File: src/rtl/jdiv_pkg.sv
package jdiv_pkg;

    localparam int LEN_W = 8;

    typedef enum logic {
        MODE_RING = 1'b0,
        MODE_FILL = 1'b1
    } loop_mode_e;

    typedef struct packed {
        loop_mode_e       mode;
        logic [LEN_W-1:0] len;
    } tap_cfg_t;

    function automatic tap_cfg_t make_cfg(int unsigned sel, int unsigned stages);
        tap_cfg_t c;
        if (sel >= 1 && sel <= stages) begin
            c.mode = MODE_RING;
            c.len  = LEN_W'(sel);
        end else begin
            c.mode = MODE_FILL;
            c.len  = LEN_W'(stages);
        end
        return c;
    endfunction

endpackage

File: src/rtl/jdiv_tap_decode.sv
module jdiv_tap_decode
    import jdiv_pkg::*;
#(
    parameter int STAGES = 4,
    parameter int SEL_W  = 3
) (
    input  logic [SEL_W-1:0] sel_i,
    output tap_cfg_t         cfg_o
);
    always_comb begin
        cfg_o = make_cfg(32'(sel_i), STAGES);
    end
endmodule

File: src/rtl/jdiv_run_guard.sv
module jdiv_run_guard
    import jdiv_pkg::*;
#(
    parameter int STAGES = 4
) (
    input  logic [STAGES-1:0] state_i,
    input  logic [LEN_W-1:0]  len_i,
    output logic              legal_o
);
    localparam int N_EDGE = STAGES - 1;

    logic [N_EDGE-1:0] change;

    for (genvar i = 0; i < N_EDGE; i++) begin : g_edge
        assign change[i] = (state_i[i] ^ state_i[i+1]) && (32'(i + 1) < 32'(len_i));
    end

    // legal when at most one neighbour change among the active stages
    assign legal_o = ((change & (change - N_EDGE'(1))) == '0);
endmodule

File: src/rtl/jdiv_chain.sv
module jdiv_chain
    import jdiv_pkg::*;
#(
    parameter int STAGES = 4
) (
    input  logic              clk,
    input  logic              rst,
    input  tap_cfg_t          cfg_i,
    input  logic              legal_i,
    output logic [STAGES-1:0] state_o
);
    logic              tap_bit;
    logic              feed;
    logic [STAGES-1:0] state_d;

    always_comb begin
        tap_bit = 1'b0;
        for (int i = 0; i < STAGES; i++) begin
            if (cfg_i.len == LEN_W'(i + 1)) tap_bit = state_o[i];
        end
    end

    assign feed = (cfg_i.mode == MODE_FILL) ? 1'b1 : ~tap_bit;

    always_comb begin
        if (cfg_i.mode == MODE_RING && !legal_i) begin
            state_d = '0;
        end else begin
            state_d = {state_o[STAGES-2:0], feed};
        end
    end

    always_ff @(posedge clk) begin
        if (rst) state_o <= '0;
        else     state_o <= state_d;
    end
endmodule

File: src/rtl/jdiv_phase3.sv
module jdiv_phase3
    import jdiv_pkg::*;
(
    input  logic [2:0] low3_i,
    input  tap_cfg_t   cfg_i,
    output logic [2:0] phase_o
);
    logic active;

    assign active  = (cfg_i.mode == MODE_RING) && (cfg_i.len == LEN_W'(3));
    assign phase_o = active ? {~low3_i[1], low3_i[2], low3_i[0]} : 3'b000;
endmodule

File: src/rtl/johnson_divider.sv
module johnson_divider
    import jdiv_pkg::*;
#(
    parameter int STAGES = 4,
    parameter int SEL_W  = $clog2(STAGES + 2)
) (
    input  logic              clk,
    input  logic              rst,
    input  logic [SEL_W-1:0]  sel_i,
    output logic [STAGES-1:0] stage_o,
    output logic              div_o,
    output logic [2:0]        phase_o
);
    tap_cfg_t cfg;
    logic     legal;

    jdiv_tap_decode #(.STAGES(STAGES), .SEL_W(SEL_W)) u_dec (
        .sel_i (sel_i),
        .cfg_o (cfg)
    );

    jdiv_run_guard #(.STAGES(STAGES)) u_guard (
        .state_i (stage_o),
        .len_i   (cfg.len),
        .legal_o (legal)
    );

    jdiv_chain #(.STAGES(STAGES)) u_chain (
        .clk     (clk),
        .rst     (rst),
        .cfg_i   (cfg),
        .legal_i (legal),
        .state_o (stage_o)
    );

    jdiv_phase3 u_phase (
        .low3_i  (stage_o[2:0]),
        .cfg_i   (cfg),
        .phase_o (phase_o)
    );

    assign div_o = stage_o[0];
endmodule

File: config.mk
export PLATFORM = sky130hd
export DESIGN_NAME = johnson_divider
export DESIGN_NICKNAME = d
export VERILOG_FILES = /design/src/rtl/jdiv_pkg.sv /design/src/rtl/jdiv_tap_decode.sv /design/src/rtl/jdiv_run_guard.sv /design/src/rtl/jdiv_chain.sv /design/src/rtl/jdiv_phase3.sv /design/src/rtl/johnson_divider.sv
export SDC_FILE = /design/constraint.sdc
export NUM_CORES = 1
export LEC_CHECK = 0
export BUFFER_PORTS_ARGS = -buffer_cell sky130_fd_sc_hd__buf_2
export CAP_MARGIN = 15
export CELL_PAD_IN_SITES_DETAIL_PLACEMENT = 0
export CELL_PAD_IN_SITES_GLOBAL_PLACEMENT = 1
export CORE_AREA = 2 2 39 41
export DETAILED_ROUTE_END_ITERATION = 10
export DIE_AREA = 0 0 41 43
export PLACE_DENSITY_LB_ADDON = 0.15
export SLEW_MARGIN = 40
export SYNTH_ARGS = -nofsm -noshare
export SYNTH_HDL_FRONTEND = slang
export SYNTH_SLANG_ARGS = --single-unit
File: constraint.sdc
create_clock -name clk -period 2.65 [get_ports clk]
set_clock_uncertainty 0.05 [all_clocks]
set_input_delay 0.3975 -clock clk [delete_from_list [all_inputs] [get_ports clk]]
set_output_delay 0.3975 -clock clk [all_outputs]
set_load 0.03 [all_outputs]
== Word-level counts from Yosys, hierarchy flattened ==
Index checks and enable logic that the tools add are counted.
Widths: inputs -> output; s select.
Word-level totals
  register bits: 4
  input bits: 5
  output and inout bits: 8
  word-level logic and storage cells: 34
Operators by class
  add/subtract/negate cells: 1
  magnitude comparators: 5
  equal/unequal tests: 4
  multiplexer cells: 7
  bitwise operators: 7
  reductions and logical operators: 9
Operators by type and width (number)
  $eq 8x2->1 const B: 2
  $lt 2x8->1 const A: 2
  $mux 9: 1
  $eq 8x1->1 const B: 1
  $eq 8x3->1 const B: 1
  $lt 1x8->1 const A: 1
  $logic_and 1x1->1: 6
  $mux 1: 5
  $and 3x3->3: 1
  $ge 3x1->1 const B: 1
  $le 3x3->1 const B: 1
  $logic_not 3->1: 1
  $mux 3: 1
  $not 1->1: 3
  $sub 3x1->3 const B: 1
  $xor 1x1->1: 3
  $reduce_or 2->1: 1
  $logic_not 1->1: 1

== Logic depth before layout (Yosys ltp) ==
Gate-level depths: netlist of the first run.
  depth after elaboration: 11
  gate-level depth with buffers: 3
  gate-level depth less buffers: 3

== Hierarchy ==
From an unflattened synthesis of the first run, not the netlist that was laid out.
Second synthesis, totals
  cell total of the unflattened synthesis: 48
  area, all modules: 387.9 um^2
By module, submodules not included
  jdiv_chain: instances 1, cells an instance 18, area an instance 175.2 um^2, seq. area each 80.1 um^2
  jdiv_tap_decode: instances 1, cells an instance 11, area an instance 75.1 um^2, seq. area each 0.0 um^2
  jdiv_run_guard: instances 1, cells an instance 11, area an instance 71.3 um^2, seq. area each 0.0 um^2
  jdiv_phase3: instances 1, cells an instance 7, area an instance 58.8 um^2, seq. area each 0.0 um^2
  johnson_divider: instances 1, cells an instance 1, area an instance 7.5 um^2, seq. area each 0.0 um^2

== Worst setup path after synthesis of the first run ==
OpenSTA, ideal clock, no wires.
  path kind: register to output
  from: register u_chain.state_o[1]
  to: output port phase_o[2]
  arrival: 1169 ps
  required time: 2203 ps
  path slack: 1034 ps
  stages on the path, launching flop included: 2
  buffers on the path: 0
  path through: dfxtp_1 nor3_1
Between the ends
  cells in the longest elaborated chain, start to end: 2
RTL lines
  start, declared: RTL line jdiv_chain.sv:10  | output logic [STAGES-1:0] state_o
  start signal, assigned: RTL line jdiv_chain.sv:35  | else state_o <= state_d;
  $not 1->1: RTL line jdiv_phase3.sv:11  | assign phase_o = active ? {~low3_i[1], low3_i[2], low3_i[0]} : 3'b000;
  $mux 3: RTL line jdiv_phase3.sv:11
  end, declared: RTL line johnson_divider.sv:12  | output logic [2:0] phase_o
Every way passes these cells.

== Worst setup path after layout of the first run ==
  from: register u_chain.state_o[0]
  to: output port phase_o[0]
Between the ends
  cells in the longest elaborated chain, start to end: 1
RTL lines (RTL line)
  $mux 3: jdiv_phase3.sv:11
Every way passes these cells.

==> results of run 1 <==
## metal layers
layer  vias to the layer above  routed length (µm)  global-route usage  part of all wire
met3                         0                  52              0.0314             0.070
met2                        10                 345               0.134              0.46
met1                       147                 346               0.126              0.47
li1                        161                   -                   -                 -
met5                         -                   0                   0                 0
met4                         0                   0              0.0600                 0
## layout by cell type (no fill, tap or decap), types with 2 or more instances in the layout
cell       n
buf_2     12
nand3b_1   6
dfxtp_1    4
o21ai_1    3
clkbuf_4   3
nand2_1    2
and2_1     2
a21oi_1    2
nand4b_1   2
inv_1      2
mux2i_1    2
## through the flow
step	worst slack (ps)	hold WS [ps]	cell area (µm²)
2_1_floorplan	1030	424	292
3_3_place_gp	1180	513	364
3_5_place_dp	1150	528	364
4_1_cts	1100	344	387
5_1_grt	1040	358	387
6_report	1120	353	387
## power groups by stage
stage                     Combinational (W)  Clock [W]  Sequential [W]
final                             0.0000621  0.0000751       0.0000806
after detailed placement          0.0000624          0       0.0000821
after floorplan                   0.0000320          0       0.0000915
after global placement            0.0000624          0       0.0000810
after global routing              0.0000677  0.0000842       0.0000824
after CTS                         0.0000625  0.0000788       0.0000811
## cell type report
class,count,share of cell area
flip-flops and latches,4,0.207
clock buffers,3,0.0583
multi-input cells,28,0.508
well taps,16,0.0518
repair buffers,12,0.155
inverters,2,0.0194
## critical path, cell delays in order (launching register included)
cell and delay, ps:
dfxtp_1 490, and2_1 170, buf_2 190
## how the worst max path moves through the flow
stage	from	end	slack, ps	cells past startpoint
floorplan	u_chain.state_o[1]$_SDFF_PP0_	phase_o[2]	1030	1
global placement	sel_i[1]	phase_o[0]	1180	5
detailed placement	sel_i[1]	phase_o[1]	1150	5
CTS	u_chain.state_o[2]$_SDFF_PP0_	phase_o[1]	1100	2
global route	u_chain.state_o[0]$_SDFF_PP0_	phase_o[0]	1040	2
finish	u_chain.state_o[0]$_SDFF_PP0_	phase_o[0]	1120	2
## cells by family after synthesis
logic type,count (synthesis),share of synthesized area
AO/OA/AOI/OAI,9,0.202
buffers and inverters,3,0.0515
flip-flops,4,0.275
multiplexers,2,0.0687
AND/OR/NAND/NOR,17,0.403
==> results.cfg, run 1 <==
[drt]
vias = 318
wl_per_cell_um = 11.4
dr.pass1.iters = 4
drt_iter0_drc = 3
drc = 0
vias_per_cell = 4.89
final_antenna_net_count = 0
drt-total-wl_um = 744

[grt]
grt_overflow_total = 0
antenna_found_initial = 0
globalRouteTotalUtil = 0.0975
grt_max_degree = 12
grt_pass1_wl_mm = 1.15
first_global_vias = 278

[placement]
dp_cells = 62
port_buffers = 12
gp_congestion = 0.704
dp_hpwl_um = 553

[clocking]
clock_sinks = 4
clk-insertion-delay-late_ps = 230
cts_root_buffer = clkbuf_4
post_cts_buffers = 0
clock_tree.buffer_depth = 2
cts.clk_slew.worst_paths_ps = 40
htree_levels = 1
tritoncts = done
cts_hold_buffers = 0
cts-resized-gates = 0
cts_buffers = 3

[layout]
drive_gt1_frac = 0.306
top_regs = u_chain.state_o (4)
regMostFlops = u_chain.state_o
diodes = 0
regArea_um2 = 80.1
fin_util = 0.279
final_cells = 65
largest_reg_flops = 4
fill_cells = 150
multi_input_area_um2 = 196
syn2layout_area_growth_pct = 32.6
final_nets = 56

[synthesis]
ys_seq_elements = 4
syn_area_per_cell_um2 = 8.33
yosysTopAreaCell = dfxtp_1
synth_area_leaders = dfxtp_1 27%, nand3b_1 15%, mux2i_1 6.9%
ys_warn_count = 0
synthArstFlopShare = 0
synth_fp_nets = 40
synth_cells = 35
synthesis.area_um2 = 292
synth_most_common_cell = nand3b_1
ys_seq_area_frac = 0.275
synth.top_cell.area_share = 0.275
synth_ff_type = dfxtp_1
synth_edf_count = 0
synthDistinctLibCells = 19
synth_common_cells = 6 x nand3b_1, 4 x dfxtp_1, 3 x o21ai_1

[status]
status = complete, no violations

[floorplan]
die_h_um = 43
die_x_um = 41
pin_count = 13
rows = 14
coreArea_um2 = 1380
die_area_um2 = 1760
initial_core_util = 0.211

[timing]
setup_violations = 0
period_minus_slack_ps = 1530
max_freq_mhz = 654
slew_viol_final = 0
min_period_over_period = 0.577
slew_headroom = 0.753
rsz0062_at_grt = no
tns_ps = 0
hold_viol_final = 0
worst_pin_slew_ps = 361

[worst_setup_path]
path_max_fanout = 11
r2r-start = u_chain.state_o[1]$_SDFF_PP0_
arrival_ps = 1080
worst-r2r-setup-slack_ps = 1270
end_kind = output port
regToRegEndpoint = u_chain.state_o[1]$_SDFF_PP0_
criticalPathCategory = reg -> out
critPathLaunchType = flop
ff2ff_path_depth = 3
cp_data_required_time_ps = 2200

[min_path]
whs_path_depth = 2
hp-class = in -> reg
holdPathEnd = u_chain.state_o[0]$_SDFF_PP0_
hp-start = rst

[flow_run]
drv_cap = 0

[power_and_ir_drop]
sw_frac_of_total = 0.351
fin_total_pwr_w = 0.000218
pwr-share-seq = 0.370
pwr-share-comb = 0.285
vdd_drop_max_mv = 0.140
power.density_nw_per_um2 = 564
leakage_nw = 0.162
p_int_w = 0.000141
pwr-share-clk = 0.345
switching_power_w = 0.0000764
Note: power is estimated with default switching activity, not from simulation.
==> run 2: changes to the inputs <==
clock period = 1.25 ns   (was 2.65 ns; I/O delays follow)
==> run 2 against run 1 <==
Final cell count is 7.7% higher. Clock power increased by 130%. Hold slack worse by 220 ps. Critical path depth grew 1. Sequential share of layout area shrank 2.3 points. Wire length is 18% higher. First-iteration DRC count down 100%. Non-clock buffer count increased by 4. Clock-buffer cell count rose by 1. Via count rose by 5.0%. Core utilization increased by 7.0 points.
==> results.cfg, run 2 (same netlist as run 1, synthesis figures left out) <==
[layout]
fill_cells = 156
final_cells = 70
syn2layout_area_growth_pct = 65.7
largest_reg_flops = 4
final_nets = 60
final_common_cell = buf_2
diodes = 0
drive_gt1_frac = 0.537
top_regs = u_chain.state_o (4)
regMostFlops = u_chain.state_o
final_cell_mix = 9 x buf_2, 6 x nand3b_1, 5 x buf_6

[worst_setup_path]
criticalPathCategory = reg -> reg
path_cells = nand2b_1 > a2111oi_1 > a2111oi_2
ff2ff_path_depth = 3
cp_data_required_time_ps = 1290
slowest_stage = a2111oi_1
cp_top_family = compound AO/OA/AOI/OAI gates
end_kind = flop
cp_num_buf_inv = 0
r2r-start = u_chain.state_o[0]$_SDFF_PP0_
worst_path_largest_cell_delay_ps = 480
critPathLaunchType = flop
worst-r2r-setup-slack_ps = 10
path_max_fanout = 4
arrival_ps = 1280
regToRegEndpoint = u_chain.state_o[0]$_SDFF_PP0_

[drt]
drt_iter0_drc = 0
vias_per_cell = 4.77
dr.pass1.iters = 1
drc = 0
final_antenna_net_count = 0
vias = 334
drt-total-wl_um = 881
wl_per_cell_um = 12.6

[floorplan]
die_x_um = 41
die_area_um2 = 1760
rows = 14
die_h_um = 43
coreArea_um2 = 1380
initial_core_util = 0.211
pin_count = 13

[timing]
period_minus_slack_ps = 1240
max_freq_mhz = 807
worst_pin_slew_ps = 439
setup_violations = 0
min_period_over_period = 0.991
rsz0062_at_grt = yes
setup_slack_ps = 11.3
slew_headroom = 0.706
tns_ps = 0
slew_viol_final = 0
hold_viol_final = 0

[status]
status = complete, no violations

[clocking]
clock_sinks = 4
clk-insertion-delay-late_ps = 240
cts_buffers = 3
cts.clk_slew.worst_paths_ps = 40
clock_tree.buffer_depth = 2
cts_root_buffer = clkbuf_4
htree_levels = 1
tritoncts = done

[min_path]
hp-class = in -> reg
holdPathEnd = u_chain.state_o[0]$_SDFF_PP0_
whs_path_depth = 2
hp-start = rst

[power_and_ir_drop]
vdd_drop_max_mv = 0.568
power.density_nw_per_um2 = 1100
leakage_nw = 0.196

[placement]
dp_cells = 65
port_buffers = 12
post-place-ws_ps = -14.9
gp_congestion = 0.706
dp_hpwl_um = 657

[grt]
grt_overflow_total = 0
antenna_found_initial = 0
grt_pass1_wl_mm = 1.44
first_global_vias = 341
globalRouteTotalUtil = 0.124
grt_max_degree = 9

[flow_run]
drv_cap = 0
run 2: changes by cell type in the layout (fill, tap and decap cells not counted), sizes merged:
cell    delta
clkbuf     +1
buf        +4
run 2: cell type report:
| type | count | area (µm²) | share of cell area |
|---|---|---|---|
| multi-input combinational | 28 | 224 | 0.464 |
| timing repair buffer | 16 | 116 | 0.241 |
| tap | 16 | 20.0 | 0.0415 |
| inverter | 2 | 7.51 | 0.0155 |
| sequential | 4 | 88.8 | 0.184 |
| clock buffer | 4 | 26.3 | 0.0544 |
run 2: what timing repair did:
action,CTS,global route
gates resized for setup,10,6
endpoints found under the hold margin,0,0
setup endpoints to repair,6,6
pin swaps,1,1
buffers inserted,0,1
hold buffers,0,0
run 2: worst max-delay path by stage:
stage	depth (start not counted)	end	start	slack, ps
6_report	3	u_chain.state_o[0]$_SDFF_PP0_	u_chain.state_o[0]$_SDFF_PP0_	10
5_1_grt	3	u_chain.state_o[0]$_SDFF_PP0_	u_chain.state_o[0]$_SDFF_PP0_	-50
4_1_cts	3	u_chain.state_o[0]$_SDFF_PP0_	u_chain.state_o[0]$_SDFF_PP0_	3
3_5_place_dp	3	u_chain.state_o[3]$_SDFF_PP0_	u_chain.state_o[0]$_SDFF_PP0_	-10
3_3_place_gp	3	u_chain.state_o[3]$_SDFF_PP0_	u_chain.state_o[2]$_SDFF_PP0_	20
2_1_floorplan	3	u_chain.state_o[0]$_SDFF_PP0_	u_chain.state_o[0]$_SDFF_PP0_	-30
run 2: power breakdown:
group,total [W],switching (W),internal [W]
combinational,0.000198,0.000112,0.0000858
sequential,0.000161,0.0000157,0.000145
clock,0.000173,0.0000529,0.000120
total,0.000531,0.000180,0.000351
run 2: per-stage QoR:
step / power (W) / hold slack (ps) / utilization / instance area, µm²
2_1_floorplan: 0.000266 / 207 / - / 303
3_3_place_gp: 0.000325 / 373 / 0.288 / 398
3_5_place_dp: 0.000330 / 382 / 0.288 / 398
4_1_cts: 0.000523 / 126 / 0.330 / 457
5_1_grt: 0.000568 / 128 / 0.349 / 483
6_report: 0.000531 / 130 / 0.349 / 483
run 2: per-layer routing:
metal,global-route usage,wire length [µm],vias to the layer above
li1,-,-,173
met1,0.157,413,154
met2,0.169,435,7
met3,0.0471,31,0
met4,0.0800,0,0
met5,0,0,-
run 2: worst register-to-register path: cells and delay by family (launching register included):
kind / cells / cell delay [ps]
AO/OA/AOI/OAI: 2 / 590
flip-flops: 1 / 330
AND/OR/NAND/NOR: 1 / 140
